==> src/rtl/irq_sel_pkg.sv <==
package irq_sel_pkg;

    typedef enum logic [1:0] {
        PRIV_U    = 2'd0,
        PRIV_S    = 2'd1,
        PRIV_RSVD = 2'd2,
        PRIV_M    = 2'd3
    } priv_e;

    // Lowest n bits set, for up to 64 lines.
    function automatic logic [63:0] low_ones(input int n);
        logic [63:0] r;
        r = '0;
        for (int i = 0; i < 64; i++) begin
            if (i < n) r[i] = 1'b1;
        end
        return r;
    endfunction

    // Non-delegated interrupts: target level is machine.
    function automatic logic mach_gate(input priv_e p, input logic mie);
        return (p < PRIV_M) || mie;
    endfunction

    // Delegated interrupts: target level is supervisor.
    function automatic logic sup_gate(input priv_e p, input logic sie);
        return (p < PRIV_S) || ((p == PRIV_S) && sie);
    endfunction

endpackage

==> src/rtl/irq_pend_reg.sv <==
module irq_pend_reg #(
    parameter int XLEN    = 32,
    parameter int NUM_IRQ = 16
) (
    input  logic            clk,
    input  logic            rst,
    input  logic            wr_en,
    input  logic [XLEN-1:0] wr_mask,
    input  logic [XLEN-1:0] wr_data,
    output logic [XLEN-1:0] pend_q
);
    import irq_sel_pkg::*;

    localparam logic [63:0]     ONES64 = low_ones(NUM_IRQ);
    localparam logic [XLEN-1:0] IMPL   = ONES64[XLEN-1:0];

    logic [XLEN-1:0] pend_r;

    always_ff @(posedge clk) begin
        if (rst) begin
            pend_r <= '0;
        end else if (wr_en) begin
            pend_r <= ((pend_r & ~wr_mask) | (wr_data & wr_mask)) & IMPL;
        end
    end

    assign pend_q = pend_r;
endmodule

==> src/rtl/irq_claim_reg.sv <==
module irq_claim_reg #(
    parameter int XLEN    = 32,
    parameter int NUM_IRQ = 16
) (
    input  logic            clk,
    input  logic            rst,
    input  logic            req,
    input  logic [XLEN-1:0] bits,
    output logic [XLEN-1:0] mask_q,
    output logic            done_q,
    output logic            ok_q
);
    import irq_sel_pkg::*;

    localparam logic [63:0]     ONES64 = low_ones(NUM_IRQ);
    localparam logic [XLEN-1:0] IMPL   = ONES64[XLEN-1:0];

    logic [XLEN-1:0] want;
    logic            clash;

    assign want  = bits & IMPL;
    assign clash = |(mask_q & want);

    always_ff @(posedge clk) begin
        if (rst) begin
            mask_q <= '0;
            done_q <= 1'b0;
            ok_q   <= 1'b0;
        end else begin
            done_q <= req;
            if (req) begin
                ok_q <= ~clash;
                if (!clash) mask_q <= mask_q | want;
            end
        end
    end
endmodule

==> src/rtl/irq_arbiter.sv <==
module irq_arbiter #(
    parameter int XLEN = 32,
    parameter int CW   = $clog2(XLEN)
) (
    input  logic            [XLEN-1:0] pend,
    input  logic            [XLEN-1:0] enable,
    input  logic            [XLEN-1:0] deleg,
    input  irq_sel_pkg::priv_e         priv,
    input  logic                       mie,
    input  logic                       sie,
    output logic                       hit,
    output logic            [CW-1:0]   idx
);
    import irq_sel_pkg::*;

    logic            m_ok;
    logic            s_ok;
    logic [XLEN-1:0] allow;

    assign m_ok = mach_gate(priv, mie);
    assign s_ok = sup_gate(priv, sie);

    for (genvar g = 0; g < XLEN; g++) begin : g_line
        assign allow[g] = pend[g] & enable[g] & (deleg[g] ? s_ok : m_ok);
    end

    // Scan from the top down so the lowest set bit is the last to win.
    always_comb begin
        hit = 1'b0;
        idx = '0;
        for (int i = XLEN - 1; i >= 0; i--) begin
            if (allow[i]) begin
                hit = 1'b1;
                idx = CW'(i);
            end
        end
    end
endmodule

==> src/rtl/irq_select.sv <==
module irq_select #(
    parameter int XLEN    = 32,
    parameter int NUM_IRQ = 16,
    parameter int CW      = $clog2(XLEN)
) (
    input  logic            clk,
    input  logic            rst,
    input  logic            pend_wr_en,
    input  logic [XLEN-1:0] pend_wr_mask,
    input  logic [XLEN-1:0] pend_wr_data,
    output logic [XLEN-1:0] pend_old,
    input  logic [XLEN-1:0] enable_i,
    input  logic [XLEN-1:0] deleg_i,
    input  logic [1:0]      priv_i,
    input  logic            mie_i,
    input  logic            sie_i,
    input  logic            claim_en,
    input  logic [XLEN-1:0] claim_bits,
    output logic [XLEN-1:0] claim_mask,
    output logic            claim_done,
    output logic            claim_ok,
    output logic            irq_req,
    output logic            irq_valid,
    output logic [CW-1:0]   irq_cause
);
    import irq_sel_pkg::*;

    typedef struct packed {
        logic          valid;
        logic [CW-1:0] cause;
    } pick_t;

    logic [XLEN-1:0] pend_q;
    pick_t           pick_d;
    pick_t           pick_q;

    irq_pend_reg #(.XLEN(XLEN), .NUM_IRQ(NUM_IRQ)) u_pend (
        .clk     (clk),
        .rst     (rst),
        .wr_en   (pend_wr_en),
        .wr_mask (pend_wr_mask),
        .wr_data (pend_wr_data),
        .pend_q  (pend_q)
    );

    irq_claim_reg #(.XLEN(XLEN), .NUM_IRQ(NUM_IRQ)) u_claim (
        .clk    (clk),
        .rst    (rst),
        .req    (claim_en),
        .bits   (claim_bits),
        .mask_q (claim_mask),
        .done_q (claim_done),
        .ok_q   (claim_ok)
    );

    irq_arbiter #(.XLEN(XLEN), .CW(CW)) u_arb (
        .pend   (pend_q),
        .enable (enable_i),
        .deleg  (deleg_i),
        .priv   (priv_e'(priv_i)),
        .mie    (mie_i),
        .sie    (sie_i),
        .hit    (pick_d.valid),
        .idx    (pick_d.cause)
    );

    always_ff @(posedge clk) begin
        if (rst) pick_q <= '0;
        else     pick_q <= pick_d;
    end

    assign pend_old  = pend_q;
    assign irq_req   = |pend_q;
    assign irq_valid = pick_q.valid;
    assign irq_cause = pick_q.cause;
endmodule

==> config.mk <==
export PLATFORM = sky130hd
export DESIGN_NAME = irq_select
export DESIGN_NICKNAME = d
export VERILOG_FILES = /design/src/rtl/irq_sel_pkg.sv /design/src/rtl/irq_pend_reg.sv /design/src/rtl/irq_claim_reg.sv /design/src/rtl/irq_arbiter.sv /design/src/rtl/irq_select.sv
export SDC_FILE = /design/constraint.sdc
export NUM_CORES = 1
export LEC_CHECK = 0
export BUFFER_PORTS_ARGS = -buffer_cell sky130_fd_sc_hd__buf_2
export CORE_AREA = 2 2 93 95
export CTS_BUF_LIST = sky130_fd_sc_hd__clkbuf_8
export DETAILED_ROUTE_END_ITERATION = 7
export DIE_AREA = 0 0 95 97
export PLACE_DENSITY = 0.67
export REMOVE_ABC_BUFFERS = 1
export SLEW_MARGIN = 25
export SYNTH_ARGS = -nofsm -noshare
export SYNTH_HDL_FRONTEND = slang
export SYNTH_SLANG_ARGS = --single-unit
==> constraint.sdc <==
create_clock -name clk -period 4.6 [get_ports clk]
set_clock_uncertainty 0.05 [all_clocks]
set_input_delay 0.23 -clock clk [delete_from_list [all_inputs] [get_ports clk]]
set_output_delay 0.23 -clock clk [all_outputs]
set_load 0.01 [all_outputs]
==> results summary <==
Summed over all layers, the routed wires come to 7390 um. Of the total power, combinational logic draws 0.288. Of the total synthesized cell area, the portion taken by AND, OR, NAND and NOR gates is 0.286. The share of the clock period used by the worst path after layout is 0.460. The leading cell type in the layout, fill and taps excluded is sky130_fd_sc_hd__buf_2. The worst register-to-register path ends at u_claim.mask_q[7]$_SDFFE_PP0P_. The max-slew violation count came out at 0. The average cell area after synthesis is 7.45 sq um. After synthesis, the largest family of logic cells by area is simple AND/OR/NAND/NOR gates. The CTS sink count is 39.

The number of buffers inserted during clock tree synthesis is 5. The share of power burned in the clock network is 0.264. The H-tree generated during clock tree synthesis spans 2 levels. In this run the worst setup path begins at u_claim.mask_q[12]$_SDFFE_PP0P_. The post-CTS resize count came out at 0. Using the TritonRoute via totals, the vias-per-cell ratio works out to 4.89. The worst path in the final design needs a cycle of 2.12 ns, including I/O delays and setup. The number of iterations in the first detailed-routing pass is 4. Timing analysis after detailed placement gives a worst setup slack of 2.41 ns. The cell at the root of the clock tree is sky130_fd_sc_hd__clkbuf_8.

The count of nets left with antenna violations once routing finished came out at 0. The measured slew at the worst slew-check pin came out at 0.923 ns. The arrival time at the worst endpoint came out at 2.29 ns.

The final hold violation count is 0. The worst pin sits at a relative slew slack of 0.384. The setup total negative slack is 0 ns. The number of antenna violations at the first check in global routing is 1. Setup slack closes at 2.48 ns. The global-route wire length before repair is 11500 um.

The final cell count without fillers is 541. Counting flops and latches in the post-synthesis netlist gives 39. The worst register-to-register path begins at u_claim.mask_q[12]$_SDFFE_PP0P_. The HPWL after detailed placement came out at 5900 um.

The count of nets after finishing is 603. The fraction of synthesized cell area in xor and xnor cells came out at 0. The number of top-level pins came out at 241. The overall track demand over capacity in global routing is 0.155.

The leakage dissipation is 1.41 nW. The total grt overflow came out at 0. The port buffer count came out at 127.

The worst register-to-register path has a depth of 5. The power density normalized to cell area is 301 nW/um^2. The number of distinct library cell variants in the gate-level netlist after synthesis came out at 42. The number of synthesis warnings is 0. The final setup violation count is 0. The pin count of the biggest net entering global routing is 38.

In this run the post-CTS setup repair buffer count came out at 0. The number of design-rule violations left by the first detailed-router iteration came out at 139. Summing every instance area after synthesis gives 2340 sq um.

The final weighted congestion in routability-driven placement came out at 0.862. The tightest hold path in the finished design has a slack of 0.130 ns. Of the total power, the share spent switching nets is 0.347. The hold buffer count at CTS is 0.

The source-to-sink clock delay at the later pin of the worst-skew pair is 0.29 ns. The growth of design area from synthesis to finish came out at 28.5%. The worst hold path belongs to the class in -> reg. The placement row count is 33. The number of DRC violations after detailed routing came out at 0. Static timing analysis puts the maximum clock frequency at 473 MHz. The number of instances in the synthesized netlist came out at 314.

The compound-cell area share of the yosys netlist is 0.245. The run finished with clean final reports. IR analysis of the VDD net gives a maximum drop of 0.166 mV.

In the final layout, the multi-input gates occupy 1370 sq um. The sequential cells in the finished layout cover a total of 781 sq um. The via count of the routed design came out at 2644. The placeable core region is 8130 sq um. The overall die width came out at 95 um. The number of antenna diodes in the final layout is 0.

The type of destination of the critical path is a flop. The clock passes through at most 2 buffers. The required time of the critical path is 4.78 ns. The worst hold path was traced through 3 stages. The share of final-layout standard cells stronger than drive strength 1 came out at 0.323. Along the worst path, the maximum fanout reaches 17.

The filler cell count is 870. The die area came out at 9220 sq um. In the final routed layout, each cell accounts on average for 13.7 um. The sequential share of power is 0.449.

For this run, the register share of the synthesized area comes to 0.334. The switching power summed over all nets is 0.314 mW. In the layout the commonest cells are sky130_fd_sc_hd__buf_2 (127), sky130_fd_sc_hd__nand2_1 (50), sky130_fd_sc_hd__a21oi_1 (47). In this run the most critical hold path is launched from pend_wr_data[7]. The setup slack of the most critical reg-to-reg path came out at 2.48 ns. Setup repair after global routing left no endpoint under its margin. The via count of the first global-routing pass came out at 2391. The adder and majority gate portion of the synthesized area is 0.

Measured against the total synthesized area, the mux share comes to 0. The instance count after placement with tap cells included is 533. Across the run, the number of max-cap violations was 0. Internal power comes to 0.591 mW.

The worst setup path is launched from a flop. The clock-pin transition on the worst setup and hold timing paths is 0.09 ns. The starting density of the core is 0.287.

The die span in y came out at 97 um. The worst setup path is of the reg -> reg kind. TritonCTS built the clock tree.
[metal layers]
metal  share of wire  track usage
met1            0.42        0.195
met2            0.47        0.250
met3           0.090       0.0405
met4           0.019       0.0591
met5               0            0
[metrics by stage]
stage / power (mW) / cell area (sq um) / utilization
2_1_floorplan: 0.550 / 2150 / -
3_3_place_gp: 0.670 / 2920 / 0.359
3_5_place_dp: 0.674 / 2920 / 0.359
4_1_cts: 0.919 / 3010 / 0.369
5_1_grt: 0.967 / 3010 / 0.369
6_report: 0.905 / 3010 / 0.369
[worst max path at each step]
stage                                       to  slack, ns  depth (start not counted)
3_3_place_gp    u_claim.mask_q[5]$_SDFFE_PP0P_       2.41                          6
5_1_grt         u_claim.mask_q[8]$_SDFFE_PP0P_       2.19                          5
4_1_cts         u_claim.mask_q[7]$_SDFFE_PP0P_       2.42                          5
2_1_floorplan   u_claim.mask_q[0]$_SDFFE_PP0P_       2.85                          5
3_5_place_dp   u_claim.mask_q[15]$_SDFFE_PP0P_       2.41                          6
6_report        u_claim.mask_q[7]$_SDFFE_PP0P_       2.48                          5
[final cells by class]
type / instances / area share
Multi-Input combinational cell: 261 / 0.454
Sequential cell: 39 / 0.260
Timing Repair Buffer: 127 / 0.211
Tap cell: 105 / 0.0437
Clock buffer: 5 / 0.0229
Clock inverter: 3 / 0.00666
Inverter: 1 / 0.00125
[cell families after synthesis]
logic type      count (synthesis)
simple gates                  138
buf+inv                        46
flops                          39
other cells                     1
compound gates                 90
[worst max-delay path: stages, from the launching register on]
cell and delay, ns:
sky130_fd_sc_hd__dfxtp_1 0.33, sky130_fd_sc_hd__a222oi_1 0.36, sky130_fd_sc_hd__nand3_1 0.19, sky130_fd_sc_hd__a2111oi_4 0.83, sky130_fd_sc_hd__a21oi_1 0.17, sky130_fd_sc_hd__nor2_1 0.12
[cell usage after synthesis (all sizes together)]
master / number / share of area
buf: 38 / 0.12
nand4: 8 / 0.021
a222oi: 1 / 0.0043
o21a: 2 / 0.0064
nand3b: 10 / 0.032
a21boi: 1 / 0.0032
a21oi: 47 / 0.10
a221oi: 1 / 0.0037
nand3: 33 / 0.071
nor3b: 1 / 0.0032
a31oi: 1 / 0.0027
nand2b: 1 / 0.0027
a211oi: 2 / 0.0086
o31a: 1 / 0.0037
o21ai: 12 / 0.026
conb: 1 / 0.0016
and2: 1 / 0.0027
and3b: 1 / 0.0037
inv: 1 / 0.0016
nor4: 5 / 0.013
nand2: 50 / 0.080
a22oi: 11 / 0.035
a2111oi: 2 / 0.018
or2: 1 / 0.0027
dfxtp: 39 / 0.33
clkbuf: 7 / 0.011
o2111ai: 3 / 0.014
nor2b: 3 / 0.011
o31ai: 2 / 0.0064
nor4b: 1 / 0.0037
o22ai: 2 / 0.0053
nor2: 23 / 0.038
o211ai: 1 / 0.0032
o221ai: 1 / 0.0037
[power by group through the flow]
| stage | Clock, mW | Sequential [mW] | Combinational (mW) |
|---|---|---|---|
| global placement | 0 | 0.413 | 0.257 |
| finish | 0.239 | 0.406 | 0.260 |
| CTS | 0.252 | 0.406 | 0.261 |
| floorplan | 0 | 0.427 | 0.123 |
| detailed placement | 0 | 0.413 | 0.261 |
| global route | 0.265 | 0.413 | 0.289 |
(Power assumes the default switching activity.)
